===== src/rtl/blinkgen_pkg.sv =====
package blinkgen_pkg;

    localparam int RATE_W  = 8;
    localparam int PHASE_W = 8;
    localparam int NUM_CH  = 2;
    localparam int SEL_W   = 2;

    typedef enum logic [SEL_W-1:0] {
        SRC_SINK    = 2'b00,
        SRC_RELEASE = 2'b01,
        SRC_BLINK0  = 2'b10,
        SRC_BLINK1  = 2'b11
    } pin_src_e;

    typedef struct packed {
        logic [RATE_W-1:0]  rate;
        logic [PHASE_W-1:0] duty;
    } blink_cfg_t;

    function automatic logic src_drive(pin_src_e s, logic [NUM_CH-1:0] b);
        case (s)
            SRC_SINK:    return 1'b1;
            SRC_RELEASE: return 1'b0;
            SRC_BLINK0:  return b[0];
            default:     return b[1];
        endcase
    endfunction

endpackage


===== src/rtl/blink_channel.sv =====
module blink_channel
    import blinkgen_pkg::*;
(
    input  logic       clk,
    input  logic       rst,
    input  logic       base_tick,
    input  blink_cfg_t cfg_in,
    output logic       blink_on
);

    logic [RATE_W-1:0]  pre_cnt;
    logic [PHASE_W-1:0] phase;
    blink_cfg_t         act;
    logic               expire;
    logic               wrap;

    assign expire = base_tick && (pre_cnt == act.rate);
    assign wrap   = expire && (phase == {PHASE_W{1'b1}});

    always_ff @(posedge clk) begin
        if (rst) begin
            pre_cnt <= '0;
            phase   <= '0;
            act     <= cfg_in;
        end else if (base_tick) begin
            if (expire) begin
                pre_cnt <= '0;
                phase   <= phase + 1'b1;
                if (wrap) begin
                    act <= cfg_in;
                end
            end else begin
                pre_cnt <= pre_cnt + 1'b1;
            end
        end
    end

    always_comb begin
        blink_on = (act.duty != '0) && (phase >= act.duty);
    end

    p_phase_step_r1: assert property (@(posedge clk) disable iff (rst)
        expire |=> (phase - $past(phase)) == PHASE_W'(1));

    p_hold_no_tick_r6: assert property (@(posedge clk) disable iff (rst)
        !base_tick |=> $stable(phase) && $stable(pre_cnt));

    p_rise_at_duty_r2: assert property (@(posedge clk) disable iff (rst)
        $rose(blink_on) |-> phase == act.duty);

    p_fall_at_wrap_r5: assert property (@(posedge clk) disable iff (rst)
        $fell(blink_on) |-> phase == '0);

    p_cfg_hold_r5: assert property (@(posedge clk) disable iff (rst)
        !wrap |=> $stable(act));

endmodule


===== src/rtl/pin_router.sv =====
module pin_router
    import blinkgen_pkg::*;
#(
    parameter int NUM_PINS = 2
) (
    input  logic [SEL_W*NUM_PINS-1:0] pin_sel,
    input  logic [NUM_CH-1:0]         blink,
    output logic [NUM_PINS-1:0]       drive_low
);

    for (genvar i = 0; i < NUM_PINS; i++) begin : g_pin
        always_comb begin
            drive_low[i] = src_drive(pin_src_e'(pin_sel[SEL_W*i +: SEL_W]), blink);
        end
    end

endmodule


===== src/rtl/dual_blink_top.sv =====
module dual_blink_top
    import blinkgen_pkg::*;
#(
    parameter int NUM_PINS = 2
) (
    input  logic                      clk,
    input  logic                      rst,
    input  logic                      base_tick,
    input  logic [RATE_W-1:0]         rate0,
    input  logic [PHASE_W-1:0]        duty0,
    input  logic [RATE_W-1:0]         rate1,
    input  logic [PHASE_W-1:0]        duty1,
    input  logic [SEL_W*NUM_PINS-1:0] pin_sel,
    input  logic [NUM_PINS-1:0]       pin_level,
    output logic [NUM_PINS-1:0]       pin_drive_low,
    output logic [NUM_CH-1:0]         blink_on,
    output logic [NUM_PINS-1:0]       pin_readback
);

    blink_cfg_t cfg [NUM_CH];

    assign cfg[0] = '{rate: rate0, duty: duty0};
    assign cfg[1] = '{rate: rate1, duty: duty1};

    for (genvar c = 0; c < NUM_CH; c++) begin : g_ch
        blink_channel u_ch (
            .clk      (clk),
            .rst      (rst),
            .base_tick(base_tick),
            .cfg_in   (cfg[c]),
            .blink_on (blink_on[c])
        );
    end

    pin_router #(.NUM_PINS(NUM_PINS)) u_route (
        .pin_sel  (pin_sel),
        .blink    (blink_on),
        .drive_low(pin_drive_low)
    );

    always_ff @(posedge clk) begin
        if (rst) begin
            pin_readback <= '0;
        end else begin
            pin_readback <= pin_level;
        end
    end

    p_readback_r7: assert property (@(posedge clk) disable iff (rst)
        1'b1 |=> pin_readback == $past(pin_level));

    p_release_r4: assert property (@(posedge clk) disable iff (rst)
        (pin_sel[1:0] == 2'b01) |-> !pin_drive_low[0]);

    p_reset_dark_r8: assert property (@(posedge clk)
        $fell(rst) |-> blink_on == '0);

endmodule


===== config.mk =====
export PLATFORM = sky130hd
export DESIGN_NAME = dual_blink_top
export DESIGN_NICKNAME = d
export VERILOG_FILES = /design/src/rtl/blinkgen_pkg.sv /design/src/rtl/blink_channel.sv /design/src/rtl/pin_router.sv /design/src/rtl/dual_blink_top.sv
export SDC_FILE = /design/constraint.sdc
export NUM_CORES = 1
export LEC_CHECK = 0
export BUFFER_PORTS_ARGS = -buffer_cell sky130_fd_sc_hd__clkbuf_2
export CAP_MARGIN = 25
export CORE_AREA = 3 3 85 87
export CTS_CLUSTER_DIAMETER = 120
export DETAILED_ROUTE_END_ITERATION = 12
export DIE_AREA = 0 0 88 90
export GPL_ROUTABILITY_DRIVEN = 0
export HOLD_SLACK_MARGIN = 0.08
export PLACE_DENSITY = 0.78
export SLEW_MARGIN = 20
export SYNTH_ARGS = -nofsm -noshare
export SYNTH_HDL_FRONTEND = slang
export SYNTH_SLANG_ARGS = --single-unit

===== constraint.sdc =====
create_clock -name clk -period 3.51 [get_ports clk]
set_input_delay 0.1755 -clock clk [delete_from_list [all_inputs] [get_ports clk]]
set_output_delay 0.1755 -clock clk [all_outputs]
set_load 0.005 [all_outputs]

# [After elaboration in Yosys (flattened, before gate mapping)]
# Index checks and enable logic that the tools add are counted.
[word_totals] reg_bits=66 inputBits=41 elab_cells=54
[classes] addsub=4 n_lt_le_gt_ge=2 n_eq_ne=8 muxes=12 reduce_logical=19
[op_table] operator="two-way mux 16 bit" n=8
[op_table] operator="adder 8 x 1 -> 8 bit, second input constant" n=4
[op_table] operator="== test 8 bit" n=2
[op_table] operator="== test 8 bit, second input constant" n=2
[op_table] operator=">= comparator 8 bit" n=2
[op_table] operator="two-way mux 8 bit" n=2
[op_table] operator="nonzero test 8 bit" n=2
[op_table] operator="nonzero test 2 bit" n=5
[op_table] operator="logical AND 1 bit" n=6
[op_table] operator="case mux 1 bit (3 select lines)" n=2
[op_table] operator="AND reduction 3 bit" n=2
[op_table] operator="== test 2 x 1 -> 1 bit, second input constant" n=2
[op_table] operator="== test 2 bit, second input constant" n=2
[op_table] operator="logical NOT 2 bit" n=2
[op_table] operator="AND reduction 2 bit" n=2

# [Longest topological paths before layout]
# Gate-level depths: netlist of the first run.
[logic_depth] depth_word=7 depth_mapped=7 depth_no_buf=7

# [Cells and area by module]
# From an unflattened synthesis of the first run, not the netlist that was laid out.
[unflattened] cells_unflattened=306 area_unflattened_um2=3395.8
[by_module_without_submodules] mod="blink_channel" n_inst=2 cells_per_inst=148 area_each_um2=1655.3
[by_module_without_submodules] mod="dual_blink_top" n_inst=1 cells_per_inst=4 area_each_um2=52.6
[by_module_without_submodules] mod="pin_router" n_inst=1 cells_per_inst=6 area_each_um2=32.5

# [Least setup slack after synthesis of the first run]
# OpenSTA, ideal clock, no wires.
[synth_path] kind="reg-to-reg" start="register g_ch[1].u_ch.act[15] (netlist bit)" end="register g_ch[1].u_ch.act[0] (netlist bit) (enable)" setup_time_ps=392 t_arrival_ps=1692 setup_slack_ps=1425 path_stages_with_launch=5 n_path_buf=0 cell_sequence="edfxtp_1 xnor2_1 and4_1 nand4_1 o21bai_1"
[synth_via] elab_chain_cells=5 word_cells_on_any_way=6
[synth_rtl] item="start: declaration" line="blink_channel.sv:13" rtl="blink_cfg_t act;"
[synth_rtl] item="start signal: assignment" line="blink_channel.sv:24" rtl="act <= cfg_in;"
[synth_rtl] item="start signal: assignment" line="blink_channel.sv:30" rtl="act <= cfg_in;"
[synth_rtl] item="== test 8 bit (*)" line="blink_channel.sv:17" rtl="assign expire = base_tick && (pre_cnt == act.rate);"
[synth_rtl] item="logical AND 1 bit (*)" line="blink_channel.sv:17"
[synth_rtl] item="logical AND 1 bit" line="blink_channel.sv:18" rtl="assign wrap = expire && (phase == {PHASE_W{1'b1}});"
[synth_rtl] item="nonzero test 2 bit (no line)"
[synth_rtl] item="AND reduction 3 bit (no line) (*)"
# Every way passes the cells marked *; elsewhere a longest branch is shown, timed or not.
# A chain may end at the register's enable or synchronous reset.

# [Worst setup path in the final report of the first run]
[layout_path] start="register g_ch[1].u_ch.phase[0]" end="output pin_drive_low[0]"
[layout_via] elab_chain_cells=3
[layout_rtl] item="start: declaration" line="blink_channel.sv:12" rtl="logic [PHASE_W-1:0] phase;"
[layout_rtl] item="start signal: assignment" line="blink_channel.sv:28" rtl="phase <= phase + 1'b1;"
[layout_rtl] item=">= comparator 8 bit" line="blink_channel.sv:39" rtl="blink_on = (act.duty != '0) && (phase >= act.duty);"
[layout_rtl] item="logical AND 1 bit" line="blink_channel.sv:39"
[layout_rtl] item="case mux 1 bit (3 select lines)" line="blinkgen_pkg.sv:21" rtl="case (s)"
[layout_rtl] item="end: declaration" line="dual_blink_top.sv:15" rtl="output logic [NUM_PINS-1:0] pin_drive_low,"
# Every way passes these cells.

==> qor.yml, run 1 <==
synth:
  synth_top_cell_by_area: "edfxtp_1"
  synthArstFlopShare_pct: 0
  synth_seq_area_share_pct: 50.9
  synth_compound_area_share_pct: 7.30
  yosys_warnings: 0
  synth.mux.area_fraction_pct: 1.32
  synth.distinct_cells: 48
  syn_nets: 359
  yosysMostFrequentCell: "dfxtp_1"
  synth_xor_area_share_pct: 8.70
  synth_top_flop_cell: "dfxtp_1"
  synth_top_family_by_area: "simple AND/OR/NAND/NOR gates"
  syn_inst: 298
  synth_top_area_share_pct: 29.8
  ys_top_cells_by_count: "dfxtp_1, edfxtp_1, xnor2_1, inv_1, ha_1"
  synthAdderAreaFrac_pct: 7.76
  ys_seq_elements: 66
  synthSimpleGateAreaFrac_pct: 19.3
  synth-edff-count: 32
  syn_area_um2: 3220
  syn_avg_cell_area_um2: 10.8
  ys_top_cells_by_area: "edfxtp_1, dfxtp_1, ha_1"
clocking:
  cts_htree_levels: 3
  cts_root_buf: "clkbuf_8"
  clk_path_buf_depth: 2
  clkLatencyLatePin_ns: 0.33
  cts_made_buffers: 9
  cts.sinks: 66
  path_clk_slew_ns: 0.07
  cts_tree: "done"
placed_design:
  dp_hpwl_um: 4430
  portBuffers: 46
  place_inst: 414
timing:
  maxSlewHeadroom_pct: 33.9
  fin_skew_ns: 0.00621
  worst_slew_pin_slew_ns: 0.987
  setup_violations: 0
  tns_ns: 0
  final_max_slew_viol_count: 0
  min_period_ns: 2.35
  fin_hold_ws_ns: 0.119
  min_period_over_period_pct: 67.0
  hold_viol: 0
  fmax_mhz: 425
  rsz0062_at_grt: "no"
detailed_routing:
  drc: 0
  via_count: 2399
  drtPass1Iterations: 4
  via_per_inst: 5.19
  wire_per_inst_um: 13.7
  final_antenna_net_count: 0
  drt_iter0_drc: 60
  finalWirelength_um: 6340
finish:
  fillers: 521
  n_antenna_cell: 0
  nets: 441
  instances_no_fill: 462
  area_delta_synth_final_pct: 24.0
  drive_above_1_share_pct: 19.5
  final_util_pct: 62.2
global_route:
  grt_max_degree: 24
  grt_pass1_vias: 2358
  grt_remaining_overflow: 0
  grt_antenna_before_repair: 0
  track_usage_pct: 17.4
  grt_pass1_wl_um: 10800
flow_run:
  cap_violations: 0
setup_path:
  required_ns: 3.33
  critical_path_class: "reg2out"
  start_kind: "register"
  endpoint_kind: "primary output"
  cp_max_fo: 4
  cp.arrival_ns: 2.18
power:
  power.switching_w: 0.000369
  seqPwrFrac_pct: 56.3
  total_power_w: 0.00154
  p_leak_nw: 1.62
  p_sw_share_pct: 24.0
  vdd_drop_max_uv: 249
  p_clk_share_pct: 34.4
  comb_power_share_pct: 9.3
  powerDensity_nw_per_um2: 385
  power.internal_w: 0.00117
floorplan:
  fp-row-count: 29
  initial_core_util_pct: 50.2
  fp.dieW_um: 88
  design.core.area_um2: 6420
  dieArea_um2: 7920
  die_h_um: 90
  io_pins: 47
hold_path:
  hold_class: "in2reg"
status:
  status: "finished, final reports clean"
==> stage by stage <==
stage / worst slack [ns] / instance area (um^2)
6_report: 1.16 / 4000
3_5_place_dp: 1.26 / 3510
3_3_place_gp: 1.38 / 3510
5_1_grt: 0.967 / 4000
2_1_floorplan: 1.43 / 3220
4_1_cts: 1.13 / 4000
==> power by group through the flow <==
stage          sequential [W]  clock (W)  combinational (W)
2_1_floorplan        0.000878          0          0.0000732
3_3_place_gp         0.000882          0           0.000109
3_5_place_dp         0.000884          0           0.000114
4_1_cts              0.000866   0.000539           0.000142
5_1_grt              0.000869   0.000576           0.000161
6_report             0.000866   0.000529           0.000142
==> cell type report <==
class,instances,area (um^2),share of cell area [%]
Clock inverter,7,36.3,0.908
Sequential cell,66,1640,41.1
Multi-Input combinational cell,197,1430,35.8
Timing Repair Buffer,81,573,14.3
Clock buffer,9,124,3.10
Inverter,25,93.8,2.35
Tap cell,77,96.3,2.41
==> critical path, stage by stage, from the launching register on <==
cell and delay (ns):
dfxtp_1 0.40, inv_1 0.06, ha_1 0.26, nand2b_1 0.13, a2111oi_0 0.44, o31a_1 0.25
o31ai_1 0.08, o31a_1 0.10, clkbuf_2 0.11
==> placed cells by master (no fill, tap or decap), types with 3 or more instances in the layout <==
cell           instances
clkbuf_2              46
dfxtp_1               34
edfxtp_1              32
dlygate4sd3_1         32
xnor2_1               26
inv_1                 25
ha_1                  20
nor2_1                18
nand2_1               13
nor3_1                13
nand4_1               12
a21oi_1                9
clkbuf_8               9
nor4_1                 8
nand2b_1               8
nand3_1                6
xor2_1                 6
and3_1                 5
nor2b_1                5
and2_1                 4
a21o_1                 4
o31a_1                 3
a31o_2                 3
o21ai_0                3
clkinv_1               3
buf_4                  3
==> sequential cells by signal, indices dropped and copies added, names as in the netlist <==
signal and flops:
g_ch.u_ch.phase 16, pin_readback 2, g_ch.u_ch.act 32, g_ch.u_ch.pre_cnt 16
==> logic make-up after synthesis <==
kind of cell             count (synthesis)
multiplexers                             4
flip-flops                              66
AND/OR/NAND/NOR                        107
XOR/XNOR                                32
adder cells (fa/ha/maj)                 20
buffers and inverters                   35
AO/OA/AOI/OAI                           34
==> repair_timing <==
item | in CTS | in global routing
hold endpoints to repair | 32 | 0
setup buffers | 0 | 0
resized for setup | 0 | 0
hold buffers | 32 | 0
setup endpoints to repair | 0 | 0
==> layer usage <==
metal	up-vias	GRT usage (%)	wire length (um)
met4	0	7.16	101
met2	51	28.5	3100
met1	1105	22.1	2900
li1	1232	-	-
met5	-	0	0
met3	11	3.75	237
==> worst paths after layout <==
check             depth (start not counted)                     to                   from  slack, ns
setup / recovery                          8       pin_drive_low[0]  g_ch[1].u_ch.phase[0]       1.16
hold / removal                            2        pin_readback[1]           pin_level[1]       0.12
setup reg to reg                          5    g_ch[1].u_ch.act[2]   g_ch[1].u_ch.act[15]       1.28
hold reg to reg                           2  g_ch[0].u_ch.phase[5]  g_ch[0].u_ch.phase[5]       0.52
Power figures use the tool's default switching activity.
==> inputs of run 2 (changes only) <==
clock period = 2.3 ns   (was 3.51 ns; I/O delays follow)
==> run 2 against run 1 <==
  * Sequential power increased by 52%
  * Total power increased by 62%
  * Global-route usage increased by 0.49 points
  * Critical path depth unchanged
  * Sequential share of layout area decreased by 1.3 points
  * Flip-flop and latch count unchanged
  * Largest power group unchanged
  * Count of clock-buffer cells in the layout increased by 2
  * Cell count increased by 1.3%
==> qor.yml, run 2 (synthesis gave the netlist of run 1 again) <==
setup_path:
  start_kind: "register"
  crit_family: "compound AO/OA/AOI/OAI gates"
  cp_max_fo: 3
  worst-path-buf-inv: 2
  critical_path_class: "reg2out"
  cp.arrival_ns: 2.17
  crit_path_max_incr_delay_ns: 0.42
  required_ns: 2.18
  crit_chain: "inv_2 -> ha_4 -> a211o_1 -> a31oi_2 -> o41ai_2 -> a2bb2oi_2 -> o31a_1 -> clkbuf_2"
  crit_path_top_delay_cell: "edfxtp_1"
  endpoint_kind: "primary output"
finish:
  seqCellArea_um2: 1640
  fillers: 491
  largestRegisters: "g_ch.u_ch.act (32), g_ch.u_ch.phase (16), g_ch.u_ch.pre_cnt (16)"
  nets: 447
  multi_input_area_um2: 1480
  area_delta_synth_final_pct: 28.1
  mostFrequentLayoutCell: "clkbuf_2"
  final_util_pct: 64.3
  regMostFlops: "g_ch.u_ch.act"
  n_antenna_cell: 0
  largest_reg_flops: 32
  drive_above_1_share_pct: 23.3
  final_cell_mix: "clkbuf_2, dlygate4sd3_1, edfxtp_1, dfxtp_1, xnor2_1"
  final_cell_area_um2: 4130
power:
  powerDensity_nw_per_um2: 605
  p_leak_nw: 1.69
  vdd_drop_max_uv: 469
status:
  status: "finished, final reports clean"
floorplan:
  fp.dieW_um: 88
  dieArea_um2: 7920
  fp-row-count: 29
  die_h_um: 90
  io_pins: 47
  initial_core_util_pct: 50.2
  design.core.area_um2: 6420
timing:
  final_max_slew_viol_count: 0
  fin_skew_ns: 0.00723
  fmax_mhz: 438
  worst_slew_pin_slew_ns: 0.419
  min_period_over_period_pct: 99.2
  setup_violations: 0
  hold_viol: 0
  tns_ns: 0
  rsz0062_at_grt: "yes"
  maxSlewHeadroom_pct: 71.8
  min_period_ns: 2.28
placed_design:
  dp_hpwl_um: 4320
  placed_area_um2: 3540
  portBuffers: 46
global_route:
  grt_antenna_before_repair: 0
  track_usage_pct: 17.9
  grt_max_degree: 23
  grt_pass1_vias: 2484
  grt_pass1_wl_um: 11100
  grt_remaining_overflow: 0
flow_run:
  cap_violations: 0
detailed_routing:
  drtPass1Iterations: 4
  drc: 0
  final_antenna_net_count: 0
  drt_iter0_drc: 75
  via_per_inst: 5.23
  finalWirelength_um: 6420
  wire_per_inst_um: 13.7
  via_count: 2447
clocking:
  path_clk_slew_ns: 0.08
  cts_tree: "done"
  cts_made_buffers: 9
  cts_root_buf: "clkbuf_8"
  clk_path_buf_depth: 2
  cts.sinks: 66
  cts_htree_levels: 3
  clkLatencyLatePin_ns: 0.34
hold_path:
  hold_class: "in2reg"
-- run 2: worst paths after layout --
check	start	cells past startpoint	end	slack [ns]
setup / recovery	g_ch[0].u_ch.act[2]	8	pin_drive_low[0]	0.02
hold reg to reg	g_ch[1].u_ch.pre_cnt[1]	2	g_ch[1].u_ch.pre_cnt[1]	0.53
setup reg to reg	g_ch[0].u_ch.act[13]	4	g_ch[0].u_ch.act[14]	0.28
hold / removal	rst	3	g_ch[1].u_ch.phase[6]	0.17
-- run 2: per-stage QoR --
stage	std cells	total power, W	setup WS (ns)	hold WS (ns)
3_3_place_gp	417	0.00152	0.342	0.292
4_1_cts	467	0.00251	0.00352	0.154
5_1_grt	468	0.00261	-0.0374	0.176
3_5_place_dp	417	0.00152	0.277	0.294
6_report	468	0.00250	0.0174	0.171
2_1_floorplan	298	0.00145	0.215	0.214
-- run 2: routing by layer --
metal  GRT usage, %  up-vias  share of wire, %  wire length, um
met5              0        -                 0                0
met4           8.44        0               2.3              150
met3           3.84       17               3.5              226
met2           29.0       54                49             3170
met1           22.4     1133                45             2880
li1               -     1243                 -                -
-- run 2: final cells by class --
cell class / count / share of cell area, %
inverter: 25 / 2.27
timing repair buffer: 87 / 15.1
sequential: 66 / 39.8
multi-input combinational: 197 / 35.7
clock inverter: 5 / 0.818
clock buffer: 11 / 3.94
tap: 77 / 2.33
-- run 2: worst register-to-register path, stage by stage, from the launching register on --
cell      delay [ns]
edfxtp_1        0.39
xnor2_1         0.19
nand4_2         0.20
nor4_4          0.41
a31o_2          0.49
-- run 2: repair_timing --
action | CTS | global route
pin swaps | 0 | 2
hold buffers | 34 | 0
endpoints found under the hold margin | 34 | 0
setup buffers | 0 | 1
resized for setup | 1 | 9
endpoints found under the setup margin | 2 | 3
-- run 2: power breakdown --
part           internal (W)  total, W  switching, W  leakage, nW
Sequential          0.00129   0.00132     0.0000313        0.589
Combinational      0.000127  0.000234      0.000107        0.994
Clock              0.000488  0.000941      0.000453        0.105
